`config.mk`:
```
export PLATFORM = sky130hd
export DESIGN_NAME = dwatch_unit
export DESIGN_NICKNAME = d
export VERILOG_FILES = /design/src/rtl/dwatch_pkg.sv /design/src/rtl/dwatch_regs.sv /design/src/rtl/dwatch_qual.sv /design/src/rtl/dwatch_report.sv /design/src/rtl/dwatch_unit.sv
export SDC_FILE = /design/constraint.sdc
export NUM_CORES = 1
export LEC_CHECK = 0
export BUFFER_PORTS_ARGS = -buffer_cell sky130_fd_sc_hd__clkbuf_2
export CAP_MARGIN = 15
export CORE_UTILIZATION = 45
export DETAILED_ROUTE_END_ITERATION = 10
export PLACE_DENSITY = 0.8
export SLEW_MARGIN = 40
export SYNTH_ARGS = -nofsm -noshare
export SYNTH_HDL_FRONTEND = slang
export SYNTH_HIERARCHICAL = 1
export SYNTH_SLANG_ARGS = --single-unit
```
`constraint.sdc`:
```
create_clock -name clk -period 2.1 [get_ports clk]
set_input_delay 0.42 -clock clk [delete_from_list [all_inputs] [get_ports clk]]
set_output_delay 0.42 -clock clk [all_outputs]
set_load 0.01 [all_outputs]
```
`src/rtl/dwatch_pkg.sv`:
```
package dwatch_pkg;
  localparam int XLEN = 64;

  // big-endian bit n maps to little-endian index XLEN-1-n
  localparam int CB_RD  = XLEN - 1 - 57;
  localparam int CB_WR  = XLEN - 1 - 58;
  localparam int CB_WT  = XLEN - 1 - 59;
  localparam int CB_WTI = XLEN - 1 - 60;
  localparam int CB_HV  = XLEN - 1 - 61;
  localparam int CB_SV  = XLEN - 1 - 62;
  localparam int CB_PR  = XLEN - 1 - 63;
  localparam int SB_WATCH = XLEN - 1 - 41;
  localparam logic [XLEN-1:0] STATUS_WATCH = XLEN'(1) << SB_WATCH;

  typedef struct packed {
    logic rd_en;
    logic wr_en;
    logic wt;
    logic wti;
    logic hv_en;
    logic sv_en;
    logic pr_en;
  } wctl_t;

  function automatic wctl_t decode_ctl(logic [XLEN-1:0] w);
    wctl_t c;
    c.rd_en = w[CB_RD];
    c.wr_en = w[CB_WR];
    c.wt    = w[CB_WT];
    c.wti   = w[CB_WTI];
    c.hv_en = w[CB_HV];
    c.sv_en = w[CB_SV];
    c.pr_en = w[CB_PR];
    return c;
  endfunction

  // privilege chain: problem, then hypervisor, then supervisor
  function automatic logic priv_ok(wctl_t c, logic pr, logic hv);
    if (pr && !c.pr_en)      return 1'b0;
    else if (hv && !c.hv_en) return 1'b0;
    else if (!c.sv_en)       return 1'b0;
    return 1'b1;
  endfunction

  function automatic logic xlat_ok(wctl_t c, logic dr);
    return c.wti || (dr == c.wt);
  endfunction

  function automatic logic dir_ok(wctl_t c, logic is_store);
    return is_store ? c.wr_en : c.rd_en;
  endfunction
endpackage

```
`src/rtl/dwatch_regs.sv`:
```
module dwatch_regs
  import dwatch_pkg::*;
#(
  parameter int OFS_BITS = 3
) (
  input  logic                     clk,
  input  logic                     rst_n,
  input  logic                     we,
  input  logic                     sel,
  input  logic [XLEN-1:0]          wdata,
  output logic [XLEN-1:OFS_BITS]   watch_dw,
  output wctl_t                    ctl
);
  always_ff @(posedge clk) begin
    if (!rst_n) begin
      watch_dw <= '0;
      ctl      <= '0;
    end else if (we) begin
      if (!sel) watch_dw <= wdata[XLEN-1:OFS_BITS];
      else      ctl      <= decode_ctl(wdata);
    end
  end
endmodule

```
`src/rtl/dwatch_qual.sv`:
```
module dwatch_qual
  import dwatch_pkg::*;
#(
  parameter int OFS_BITS = 3
) (
  input  logic                   valid,
  input  logic [XLEN-1:0]        ea,
  input  logic                   is_store,
  input  logic                   pr,
  input  logic                   hv,
  input  logic                   dr,
  input  logic [XLEN-1:OFS_BITS] watch_dw,
  input  wctl_t                  ctl,
  output logic                   addr_pass,
  output logic                   priv_pass,
  output logic                   xlat_pass,
  output logic                   dir_pass,
  output logic                   hit
);
  always_comb begin
    addr_pass = (ea[XLEN-1:OFS_BITS] == watch_dw);
    priv_pass = priv_ok(ctl, pr, hv);
    xlat_pass = xlat_ok(ctl, dr);
    dir_pass  = dir_ok(ctl, is_store);
    hit       = valid && addr_pass && priv_pass && xlat_pass && dir_pass;
  end
endmodule

```
`src/rtl/dwatch_report.sv`:
```
module dwatch_report
  import dwatch_pkg::*;
(
  input  logic            clk,
  input  logic            rst_n,
  input  logic            hit,
  input  logic [XLEN-1:0] ea,
  output logic            irq,
  output logic [XLEN-1:0] fault_addr,
  output logic [XLEN-1:0] fault_status
);
  always_ff @(posedge clk) begin
    if (!rst_n) begin
      irq          <= 1'b0;
      fault_addr   <= '0;
      fault_status <= '0;
    end else begin
      irq          <= hit;
      fault_addr   <= hit ? ea : '0;
      fault_status <= hit ? STATUS_WATCH : '0;
    end
  end

  p_hit_report_r10: assert property (@(posedge clk) disable iff (!rst_n)
    hit |=> (irq && fault_addr == $past(ea) && fault_status == STATUS_WATCH));

  p_quiet_after_miss_r11: assert property (@(posedge clk) disable iff (!rst_n)
    !hit |=> (!irq && fault_addr == '0 && fault_status == '0));

  p_status_onehot_r10: assert property (@(posedge clk) disable iff (!rst_n)
    irq |-> ($countones(fault_status) == 1 && fault_status[SB_WATCH]));
endmodule

```
`src/rtl/dwatch_unit.sv`:
```
module dwatch_unit
  import dwatch_pkg::*;
#(
  parameter int OFS_BITS = 3
) (
  input  logic            clk,
  input  logic            rst_n,
  input  logic            spr_we,
  input  logic            spr_sel,
  input  logic [63:0]     spr_wdata,
  input  logic            acc_valid,
  input  logic [63:0]     acc_ea,
  input  logic            acc_is_store,
  input  logic            msr_pr,
  input  logic            msr_hv,
  input  logic            msr_dr,
  output logic            irq_dsi,
  output logic [63:0]     fault_addr,
  output logic [63:0]     fault_status
);
  logic [XLEN-1:OFS_BITS] watch_dw;
  wctl_t                  ctl;
  logic addr_pass, priv_pass, xlat_pass, dir_pass, wp_hit;

  dwatch_regs #(.OFS_BITS(OFS_BITS)) u_regs (
    .clk(clk), .rst_n(rst_n), .we(spr_we), .sel(spr_sel), .wdata(spr_wdata),
    .watch_dw(watch_dw), .ctl(ctl)
  );

  dwatch_qual #(.OFS_BITS(OFS_BITS)) u_qual (
    .valid(acc_valid), .ea(acc_ea), .is_store(acc_is_store),
    .pr(msr_pr), .hv(msr_hv), .dr(msr_dr),
    .watch_dw(watch_dw), .ctl(ctl),
    .addr_pass(addr_pass), .priv_pass(priv_pass), .xlat_pass(xlat_pass),
    .dir_pass(dir_pass), .hit(wp_hit)
  );

  dwatch_report u_report (
    .clk(clk), .rst_n(rst_n), .hit(wp_hit), .ea(acc_ea),
    .irq(irq_dsi), .fault_addr(fault_addr), .fault_status(fault_status)
  );

  p_pr_block_r5: assert property (@(posedge clk) disable iff (!rst_n)
    (acc_valid && msr_pr && !ctl.pr_en) |-> !wp_hit);

  p_hv_block_r6: assert property (@(posedge clk) disable iff (!rst_n)
    (acc_valid && msr_hv && !ctl.hv_en) |-> !wp_hit);

  p_sv_needed_r7: assert property (@(posedge clk) disable iff (!rst_n)
    wp_hit |-> ctl.sv_en);

  p_xlat_match_r8: assert property (@(posedge clk) disable iff (!rst_n)
    (acc_valid && !ctl.wti && (msr_dr != ctl.wt)) |-> !wp_hit);

  p_dir_enable_r4: assert property (@(posedge clk) disable iff (!rst_n)
    wp_hit |-> (acc_is_store ? ctl.wr_en : ctl.rd_en));

  p_addr_match_r3: assert property (@(posedge clk) disable iff (!rst_n)
    wp_hit |-> (acc_ea[XLEN-1:OFS_BITS] == watch_dw));

  p_idle_no_hit_r11: assert property (@(posedge clk) disable iff (!rst_n)
    !acc_valid |-> !wp_hit);
endmodule

```
==> results.txt, run 1 <==
----------------------------------------------------
[Outcome]
  Run status ... complete, but fails checks
  Violated checks ... setup timing

[Global routing]
  Met3 layer usage reported by global route ... 0.06172
  Met2 global-route usage ... 0.3548
  Wire length of the first global-routing pass ... approximately 21000 um
  Maximum number of pins on one net before global-route repair ... 64
  Via count of the first global-routing pass ... 4018
  Sum of overflow across all layers after global routing ... 0
  Number of antenna violations at the first check in global routing ... 1
  Total routing usage reported by global routing ... 0.2144
  Met1 Usage GRT ... 0.2584
  Peak-usage layer in the global routing report ... met2

[Min path]
  Class of the most critical hold timing path ... in2reg

[Setup path]
  Setup crit start kind ... flip-flop
  Worst setup EP type ... flip-flop
  Cell type with the highest occurrence count on the critical path ... nor4_4
  Cell-by-cell listing of the critical path ... xnor2_1, buf_4, nand4_1, nor4_4, nand2_1, nor4_4, buf_6, clkbuf_16, and3_4
  Slowest cell on the critical path ... nor4_4
  Data arrival time of the critical path ... 2550 ps
  Critical Path RT ... 2460 ps
  Gate family responsible for the most delay along the worst path ... simple AND/OR/NAND/NOR gates
  Setup Crit Path Kind ... reg2reg
  Largest fanout on the critical path ... 6
  Number of buffers and inverters on the critical path ... 3
  Worst stage delay on the critical path ... 350 ps

[Final layout]
  Design area ... 0.007473 mm^2
  Core occupancy in the finished layout ... 0.5922
  Count of non-filler cells in the finished layout ... 986
  Layout filler cell count ... around 1.1k
  Share of cells above drive strength 1 ... 0.3342
  Area added between synthesis and finish ... 28.26%
  Antenna Cells ... 0
  Total Nets Final ... roughly 940

[Timing]
  Fin crit period ... 2188 ps
  Setup total negative slack ... -3886 ps
  Max frequency ... 457.0 MHz
  Setup repair after global routing missed its margin ... yes
  Worst path setup slack after routing ... -88.25 ps
  Share of the clock period used by the worst path ... 1.042
  Fin Clk Skew ... a little under 8 ps
  Max-slew violation total from the final report ... 0
  Hold violation count in the final report ... 0
  Final Setup Violations ... 65

[Floorplanning]
  Std-Cell Rows ... 41
  Die H ... 115.8 um
  Full die area ... 0.01341 mm^2
  Die Span X ... 115.8 um
  Starting density of the core ... 0.4617
  Area of the placeable core ... 0.01262 mm^2
  Num ports ... 266

[CTS]
  Clock root buffer master ... clkbuf_16
  # H-tree levels ... 4
  Max clock buf depth ... 2
  Clk Latency, worst-skew pair ... 420 ps
  Sink Count ... approximately 130
  TritonCTS clock tree ... yes
  Clock transition at the registers of the reported paths ... 60 ps
  Clock buffers created by TritonCTS ... 17

[Drt]
  DRT Wirelength ... 15380 um
  Via Count ... approximately 4.5k
  Remaining DRCs ... 0
  Detail-routed net length per standard cell ... 15.60 um
  Initial DRT Pass Iterations ... 5
  First-iteration detailed-routing DRC count ... 380
  Via density ... around 4.6
  DRT antenna net count ... 0

[Flow run]
  Max-cap violations ... 0

[Yosys]
  Syn Std Cell Area ... 0.005827 mm^2
  Syn. warnings ... 6
  Synthesized netlist cell count ... 593
  Mean post-synth cell area ... 9.826 um^2

[Placement]
  Number of placed instances with taps included ... 946
  Post-placement cell area ... 0.006658 mm^2
  Final RePlAce weighted congestion ... 0.7903
  Count of buffers inserted at the top-level ports ... 202
  Dpl hpwl ... ~11000 um

[Pwr]
  PD cells ... 850.5 mW/mm^2
  Leakage power figure ... about 3.7 nW
  Worst supply voltage drop on vdd ... ~0.43 mV

----------------------------------------------------
==> repair_timing <==
action,4_1_cts,5_1_grt
pin swaps,3,5
endpoints found under the setup margin,65,65
buffers inserted,1,2
resized for setup,4,10
gates cloned,1,5
hold buffers,0,0
==> worst min-delay path, delay by kind of cell <==
family	cells	cell delay [ps]
buffers and inverters	1	80
muxes	1	60
and+or+nand+nor	1	40
==> per-stage QoR <==
step / power, mW / worst slack, ps / hold slack [ps]
floorplan: 3.133 / 347.3 / 429.6
global placement: 3.280 / -489.4 / 442.5
detailed placement: 3.286 / -537.2 / 452.0
CTS: 6.386 / -41.07 / 211.2
global route: 6.605 / -184.0 / 219.1
finish: 6.356 / -88.25 / 223.6
==> placed cells by master (no fill, tap or decap), types with 2 or more instances in the layout <==
| master | instances |
|---|---|
| nor4_1 | 5 |
| and3_1 | 62 |
| buf_12 | 5 |
| and3_4 | 2 |
| nor4_4 | 2 |
| conb_1 | 63 |
| dfxtp_1 | 130 |
| buf_8 | 2 |
| o21ai_0 | 3 |
| inv_1 | 3 |
| dfxtp_2 | 3 |
| mux2i_1 | 65 |
| buf_4 | 15 |
| clkinv_2 | 4 |
| clkinv_4 | 4 |
| buf_6 | 3 |
| nand2_1 | 131 |
| bufinv_16 | 4 |
| clkbuf_16 | 20 |
| nand4_1 | 16 |
| xor2_1 | 12 |
| clkbuf_2 | 201 |
| xnor2_1 | 49 |
==> state kept, by name, summed over array words and instances, names as in the netlist <==
register               cells
u_regs/ctl                 7
u_regs/watch_dw           61
u_report/fault_addr       64
u_report/fault_status      1
==> where the power goes <==
part / internal (mW) / switching [mW] / total, mW
registers: 2.59 / 0.0440 / 2.64
logic: 0.275 / 0.336 / 0.611
clock network: 2.01 / 1.10 / 3.11
==> metal layers <==
layer / routed length (um) / vias to the layer above
li1: - / 2241
met1: 6511 / 2042
met2: 7343 / 208
met3: 1167 / 27
met4: 355 / 0
met5: 0 / -
==> area by class of cell <==
class                   instances  area, um^2  area share
clock buffers                  18       439.2     0.05876
clock inverters                13       182.7     0.02444
inverters                       3       11.26    0.001507
multi-input cells             418        2601      0.3481
flip-flops and latches        133        2666      0.3568
well taps                     172       215.2     0.02880
repair buffers                229        1358      0.1817
==> path summary, 6_finish.rpt <==
| path | depth (start not counted) | from | slack (ps) | to |
|---|---|---|---|---|
| max | 9 | u_regs/watch_dw[27]$_SDFFE_PN0P_ | -90 | u_report/fault_addr[22]$_SDFF_PN0_ |
| min | 3 | spr_wdata[27] | 220 | u_regs/watch_dw[27]$_SDFFE_PN0P_ |
| max reg2reg | 9 | u_regs/watch_dw[27]$_SDFFE_PN0P_ | -90 | u_report/fault_addr[22]$_SDFF_PN0_ |
| min reg2reg | 2 | u_regs/ctl[6]$_SDFFE_PN0P_ | 460 | u_regs/ctl[6]$_SDFFE_PN0P_ |
Power figures use the tool's default switching activity.
==> run 2, diff against run 1 <==
- CTS_BUF_LIST: unset -> sky130_fd_sc_hd__clkbuf_4
==> results.txt, run 2 (synthesis gave the netlist of run 1 again) <==
----------------------------------------------------
[Pwr]
  Worst supply voltage drop on vdd ... 0.4003 mV (-6.9%)
  PD cells ... 704.6 mW/mm^2 (-17%)
  Leakage power figure ... 3.619 nW (-2.6%)

[Timing]
  Final Setup Violations ... 54 (-17%)
  Max frequency ... 449.0 MHz (-1.7%)
  Fin Clk Skew ... 19.59 ps (+11.83 ps)
  Hold violation count in the final report ... 0 (unchanged)
  Fin crit period ... 2227 ps (+38.83 ps)
  Setup repair after global routing missed its margin ... yes
  Worst path setup slack after routing ... -127.1 ps (-38.83 ps)
  Max-slew violation total from the final report ... 0 (unchanged)
  Share of the clock period used by the worst path ... 1.061 (+0.01849)

[Placement]
  Final RePlAce weighted congestion ... 0.7903 (unchanged)
  Count of buffers inserted at the top-level ports ... 202 (unchanged)
  Dpl hpwl ... 10740 um (unchanged)
  Post-placement worst setup slack ... -537.2 ps (unchanged)

[Final layout]
  Total Nets Final ... 942 (+0.32%)
  Share of cells above drive strength 1 ... 0.3403 (+0.006117)
  Biggest register ... u_report/fault_addr
  Registers with the highest flip-flop counts ... u_report/fault_addr: 64 flops, u_regs/watch_dw: 61 flops, u_regs/ctl: 7 flops
  Max reg flops ... 64 (unchanged)
  Leading cell types in the layout, fill and taps excluded ... clkbuf_2 (201), nand2_1 (130), dfxtp_1 (130)
  Area added between synthesis and finish ... 25.02%
  Most common cell after layout, fill and taps aside ... clkbuf_2
  Core occupancy in the finished layout ... 0.5772 (-0.01497)

[Global routing]
  Total routing usage reported by global routing ... 0.2184 (+0.003963)
  Via count of the first global-routing pass ... 4009 (-0.22%)
  Wire length of the first global-routing pass ... 21050 um (+0.46%)
  Sum of overflow across all layers after global routing ... 0 (unchanged)
  Number of antenna violations at the first check in global routing ... 1 (unchanged)
  Maximum number of pins on one net before global-route repair ... 64 (unchanged)

[Drt]
  Detail-routed net length per standard cell ... 15.44 um (-1.0%)
  Initial DRT Pass Iterations ... 4 (-1)
  Via density ... 4.568 (-0.31%)
  Via Count ... 4527 (+0.20%)
  Remaining DRCs ... 0 (unchanged)
  First-iteration detailed-routing DRC count ... 395 (+3.9%)
  DRT antenna net count ... 0 (unchanged)
  DRT Wirelength ... 15300 um (-0.52%)

[Setup path]
  Worst-case register-to-register setup slack ... -130 ps (-40 ps)
  Timing startpoint of the critical path ... u_regs/watch_dw[27]$_SDFFE_PN0P_
  Worst Setup EP ... u_report/fault_addr[36]$_SDFF_PN0_
  Data arrival time of the critical path ... 2720 ps (+170 ps)
  Largest fanout on the critical path ... 7 (+1)
  Reg-to-reg critical path startpoint ... u_regs/watch_dw[27]$_SDFFE_PN0P_
  Crit Reg-Reg Endpoint ... u_report/fault_addr[36]$_SDFF_PN0_
  Setup crit start kind ... flip-flop
  Depth of the worst register-to-register path ... 10 (+1)
  Setup Crit Path Kind ... reg2reg
  Critical Path RT ... 2600 ps (+140 ps)
  Worst setup EP type ... flip-flop

[CTS]
  Number of buffers added to fix hold violations after cts ... 0 (unchanged)
  # H-tree levels ... 4 (unchanged)
  TritonCTS clock tree ... yes
  Sink Count ... 133 (unchanged)
  Clock buffers created by TritonCTS ... 17 (unchanged)
  Clock transition at the registers of the reported paths ... 120 ps (+60 ps)
  Clk Latency, worst-skew pair ... 560 ps (+140 ps)
  Max clock buf depth ... 2 (unchanged)
  Clock root buffer master ... clkbuf_4

[Min path]
  Class of the most critical hold timing path ... in2reg

[Flow run]
  Max-cap violations ... 0 (unchanged)

[Floorplanning]
  Std-Cell Rows ... 41 (unchanged)
  Die Span X ... 115.8 um (unchanged)
  Die H ... 115.8 um (unchanged)
  Starting density of the core ... 0.4617 (unchanged)
  Area of the placeable core ... 0.01262 mm^2 (unchanged)
  Num ports ... 266 (unchanged)
  Full die area ... 0.01341 mm^2 (unchanged)

[Outcome]
  Run status ... complete, but fails checks
  Violated checks ... setup timing

----------------------------------------------------
## run 2: cell types whose count changed in the layout (fill, tap and decap cells not counted), sizes merged
cell and change:
diode +2, clkbuf -1, clkinv +1, buf +3
## run 2: what timing repair did
action | CTS | global route
pin swaps | 4 | 5
cloned | 3 | 4
resized for setup | 9 | 9
endpoints found under the setup margin | 65 | 65
setup buffers | 3 | 2
## run 2: worst max-delay path: stages, from the launching register on
cell     delay, ps
dfxtp_2        340
xnor2_1        130
buf_4          130
nand4_1        180
nor4_4         370
nand2_2        100
nor4_4         280
buf_4          190
buf_12         130
buf_16         130
and3_4         160
## run 2: worst min path at each step
stage                                        to                  startpoint  depth (start not counted)  slack (ps)
2_1_floorplan        u_regs/ctl[3]$_SDFFE_PN0P_  u_regs/ctl[3]$_SDFFE_PN0P_                          2         430
3_3_place_gp         u_regs/ctl[3]$_SDFFE_PN0P_  u_regs/ctl[3]$_SDFFE_PN0P_                          2         440
3_5_place_dp         u_regs/ctl[1]$_SDFFE_PN0P_  u_regs/ctl[1]$_SDFFE_PN0P_                          2         450
4_1_cts        u_regs/watch_dw[16]$_SDFFE_PN0P_               spr_wdata[16]                          3          20
5_1_grt        u_regs/watch_dw[10]$_SDFFE_PN0P_               spr_wdata[10]                          3          30
6_report       u_regs/watch_dw[27]$_SDFFE_PN0P_               spr_wdata[27]                          3          70
## run 2: cell type report
class | instances | area, um^2
fill | 1104 | 5335
sequential | 133 | 2666
multi-input combinational | 418 | 2623
timing repair buffer | 232 | 1450
tap | 172 | 215.2
clock inverter | 14 | 186.4
clock buffer | 17 | 127.6
inverter | 3 | 11.26
antenna | 2 | 5.005
## run 2: layer usage
layer	track usage	vias to the layer above	part of all wire
met1	0.2696	2049	0.43
met4	0.08974	0	0.024
li1	-	2249	-
met5	0	-	0
met3	0.07008	32	0.073
met2	0.3516	197	0.47
## run 2: per-stage QoR
| step | instances | hold WS, ps | setup TNS, ps | instance area (um^2) | power (mW) |
|---|---|---|---|---|---|
| detailed placement | 946 | 452.0 | -33790 | 6658 | 3.286 |
| finish | 991 | 67.05 | -3555 | 7284 | 5.132 |
| global route | 990 | 27.42 | -13250 | 7282 | 5.384 |
| floorplan | 655 | 429.6 | 0 | 6060 | 3.133 |
| global placement | 946 | 442.5 | -31180 | 6658 | 3.280 |
| CTS | 983 | 18.57 | -2195 | 7133 | 5.168 |
## run 2: power breakdown
part	total, mW	switching [mW]	internal (mW)
combinational	0.615	0.339	0.276
sequential	2.63	0.0441	2.59
clock	1.88	0.953	0.931
total	5.13	1.34	3.80
==> run 3, diff against run 2 <==
- CELL_PAD_IN_SITES_DETAIL_PLACEMENT: unset -> 1
- CELL_PAD_IN_SITES_GLOBAL_PLACEMENT: unset -> 1
- CORE_UTILIZATION: 45 -> 35
- HOLD_SLACK_MARGIN: unset -> 0.08
- PLACE_DENSITY: 0.8 -> 0.84
==> results.txt, run 3 (synthesis gave the netlist of run 1 again) <==
----------------------------------------------------
[Setup path]
  Gate family responsible for the most delay along the worst path ... simple AND/OR/NAND/NOR gates
  Largest fanout on the critical path ... 24 (+17)
  Cell-by-cell listing of the critical path ... xnor2_2, buf_4, nand4_1, nor4_2, nand4_1, nor4_4, buf_6, buf_12, and3_4
  Number of buffers and inverters on the critical path ... 3 (-1)
  Worst path depth ... 9 (-1)
  Setup crit start kind ... flip-flop
  Worst-case register-to-register setup slack ... 90 ps (+220 ps)
  Depth of the worst register-to-register path ... 9 (-1)
  Cell type with the highest occurrence count on the critical path ... nand4_1
  Critical Path RT ... 2610 ps (about the same)
  Worst stage delay on the critical path ... 360 ps (about the same)
  Slowest cell on the critical path ... dfxtp_2
  Worst setup EP type ... flip-flop
  Data arrival time of the critical path ... 2510 ps (-210 ps)
  Setup Crit Path Kind ... reg2reg

[CTS]
  Max clock buf depth ... 2 (unchanged)
  Clock transition at the registers of the reported paths ... 130 ps (about the same)
  Clk Latency, worst-skew pair ... 550 ps (about the same)
  Sink Count ... 133 (unchanged)
  Clock buffers created by TritonCTS ... 17 (unchanged)
  # H-tree levels ... 4 (unchanged)
  Clock root buffer master ... clkbuf_4
  TritonCTS clock tree ... yes

[Min path]
  Class of the most critical hold timing path ... in2reg
  Number of cells on the worst hold path ... 2 (-1)

[Final layout]
  Share of cells above drive strength 1 ... 0.3200 (-0.02032)
  Design area ... 0.007840 mm^2 (+7.6%)
  Area added between synthesis and finish ... 34.55%
  Antenna Cells ... 0 (-2)
  Registers with the highest flip-flop counts ... u_report/fault_addr: 64 flops, u_regs/watch_dw: 61 flops, u_regs/ctl: 7 flops
  Sequential cell area ... 0.002666 mm^2 (unchanged)
  Total Nets Final ... 996 (+5.7%)
  Biggest register ... u_report/fault_addr
  Area of the multi-input gates ... 0.002663 mm^2 (+1.5%)
  Leading cell types in the layout, fill and taps excluded ... clkbuf_2 (201), nand2_1 (130), dfxtp_1 (130)
  Max reg flops ... 64 (unchanged)
  Layout filler cell count ... 1910 (+73%)
  Most common cell after layout, fill and taps aside ... clkbuf_2

[Timing]
  Fin Clk Skew ... 20.50 ps (+0.9118 ps)
  Setup repair after global routing missed its margin ... yes
  Final Setup Violations ... 0 (-100%)
  Fin crit period ... 2007 ps (-219.8 ps)
  Max frequency ... 498.2 MHz (+11%)
  Tightest slew margin relative to the limit ... 0.6576
  Max-slew violation total from the final report ... 0 (unchanged)
  Share of the clock period used by the worst path ... 0.9558 (-0.1047)
  Worst-Margin Slew ... 513.5 ps
  Hold violation count in the final report ... 0 (unchanged)
  Worst path setup slack after routing ... 92.76 ps (+219.8 ps)

[Global routing]
  Wire length of the first global-routing pass ... 26910 um (+28%)
  Total routing usage reported by global routing ... 0.2164 (-0.001941)
  Maximum number of pins on one net before global-route repair ... 62 (-3.1%)
  Via count of the first global-routing pass ... 5037 (+26%)
  Number of antenna violations at the first check in global routing ... 0 (-1)
  Sum of overflow across all layers after global routing ... 0 (unchanged)

[Floorplanning]
  Area of the placeable core ... 0.01606 mm^2 (+27%)
  Std-Cell Rows ... 46 (+12%)
  Num ports ... 266 (unchanged)
  Starting density of the core ... 0.3629 (-0.09886)
  Die H ... 131.0 um (+13%)
  Die Span X ... 131.0 um (+13%)
  Full die area ... 0.01717 mm^2 (+28%)

[Drt]
  First-iteration detailed-routing DRC count ... 152 (-62%)
  Remaining DRCs ... 0 (unchanged)
  Detail-routed net length per standard cell ... 17.13 um (+11%)
  Met3 wire len ... 1132 um (+1.5%)
  Initial DRT Pass Iterations ... 4 (unchanged)
  Max Used Layer ... met4
  Via Count ... 4865 (+7.5%)
  Via density ... 4.472 (-2.1%)
  DR WL met2 ... 9947 um (+37%)
  Routed length on met1 ... 7285 um (+11%)
  DRT antenna net count ... 0 (unchanged)
  DRT Wirelength ... 18630 um (+22%)

[Pwr]
  Worst supply voltage drop on vdd ... 0.3607 mV (-9.9%)
  PD cells ... 692.9 mW/mm^2 (-1.7%)
  Leakage power figure ... 3.833 nW (+5.9%)

[Placement]
  Count of buffers inserted at the top-level ports ... 202 (unchanged)
  Final RePlAce weighted congestion ... 0.7547 (-4.5%)
  Dpl hpwl ... 12790 um (+19%)
  Post-placement cell area ... 0.006726 mm^2 (+1.0%)
  Post-placement worst setup slack ... -561.0 ps (-23.79 ps)

[Flow run]
  Max-cap violations ... 0 (unchanged)

[Outcome]
  Run status ... finished clean

----------------------------------------------------
## run 3: changes by cell type in the layout (fill, tap and decap cells not counted), moves of 2 or more
cell,before,now
clkinv_4,4,0
xnor2_1,48,42
diode_2,2,0
dlygate4sd3_1,0,61
buf_16,3,0
clkinvlp_4,1,4
clkbuf_16,3,0
xnor2_2,1,8
## run 3: path summary, 6_finish.rpt
kind                                                       from                            endpoint
worst max-delay path            u_regs/watch_dw[9]$_SDFFE_PN0P_  u_report/fault_addr[22]$_SDFF_PN0_
worst max register to register  u_regs/watch_dw[9]$_SDFFE_PN0P_  u_report/fault_addr[22]$_SDFF_PN0_
worst min-delay path                                 acc_ea[30]  u_report/fault_addr[30]$_SDFF_PN0_
worst min register to register       u_regs/ctl[6]$_SDFFE_PN0P_          u_regs/ctl[6]$_SDFFE_PN0P_
## run 3: worst reg2reg max path: cells and delay by family (launching register included)
| family | cells | cell delay [ps] |
|---|---|---|
| XOR/XNOR | 1 | 100 |
| AND/OR/NAND/NOR | 5 | 1050 |
| flip-flops | 1 | 360 |
| buffers and inverters | 3 | 460 |
## run 3: repair_timing
item | 4_1_cts | 5_1_grt
hold buffers | 57 | 4
setup endpoints to repair | 65 | 65
pin swaps | 4 | 10
gates cloned | 0 | 0
gates resized for setup | 16 | 12
hold endpoints to repair | 58 | 4
buffers inserted | 2 | 1
## run 3: area by class of cell
type,count,area share
clock buffer,18,0.01724
clock inverter,14,0.02649
inverter,3,0.001436
multi-input combinational,418,0.3396
sequential,133,0.3401
tap,216,0.03447
timing repair buffer,286,0.2407
## run 3: report_power, final
group	switching, mW	internal (mW)
Combinational	0.381	0.361
Sequential	0.0477	2.59
Clock	0.984	1.07
Total	1.41	4.02
## run 3: layer usage
layer,vias up,global-route usage
li1,2350,-
met5,-,0
met2,189,0.4083
met4,0,0.07099
met3,19,0.05334
met1,2307,0.2347
## run 3: metrics by stage
| step | TNS [ps] | hold WS, ps | utilization | power (mW) | std cells |
|---|---|---|---|---|---|
| 6_report | 0 | 136.9 | 0.4882 | 5.432 | 1088 |
| 5_1_grt | -1079 | 83.80 | 0.4882 | 5.692 | 1088 |
| 4_1_cts | -1475 | 82.59 | 0.4812 | 5.460 | 1083 |
| 3_5_place_dp | -32850 | 449.5 | 0.4189 | 3.313 | 993 |
| 3_3_place_gp | -31800 | 441.1 | 0.4189 | 3.300 | 993 |
| 2_1_floorplan | 0 | 429.6 | - | 3.133 | 655 |
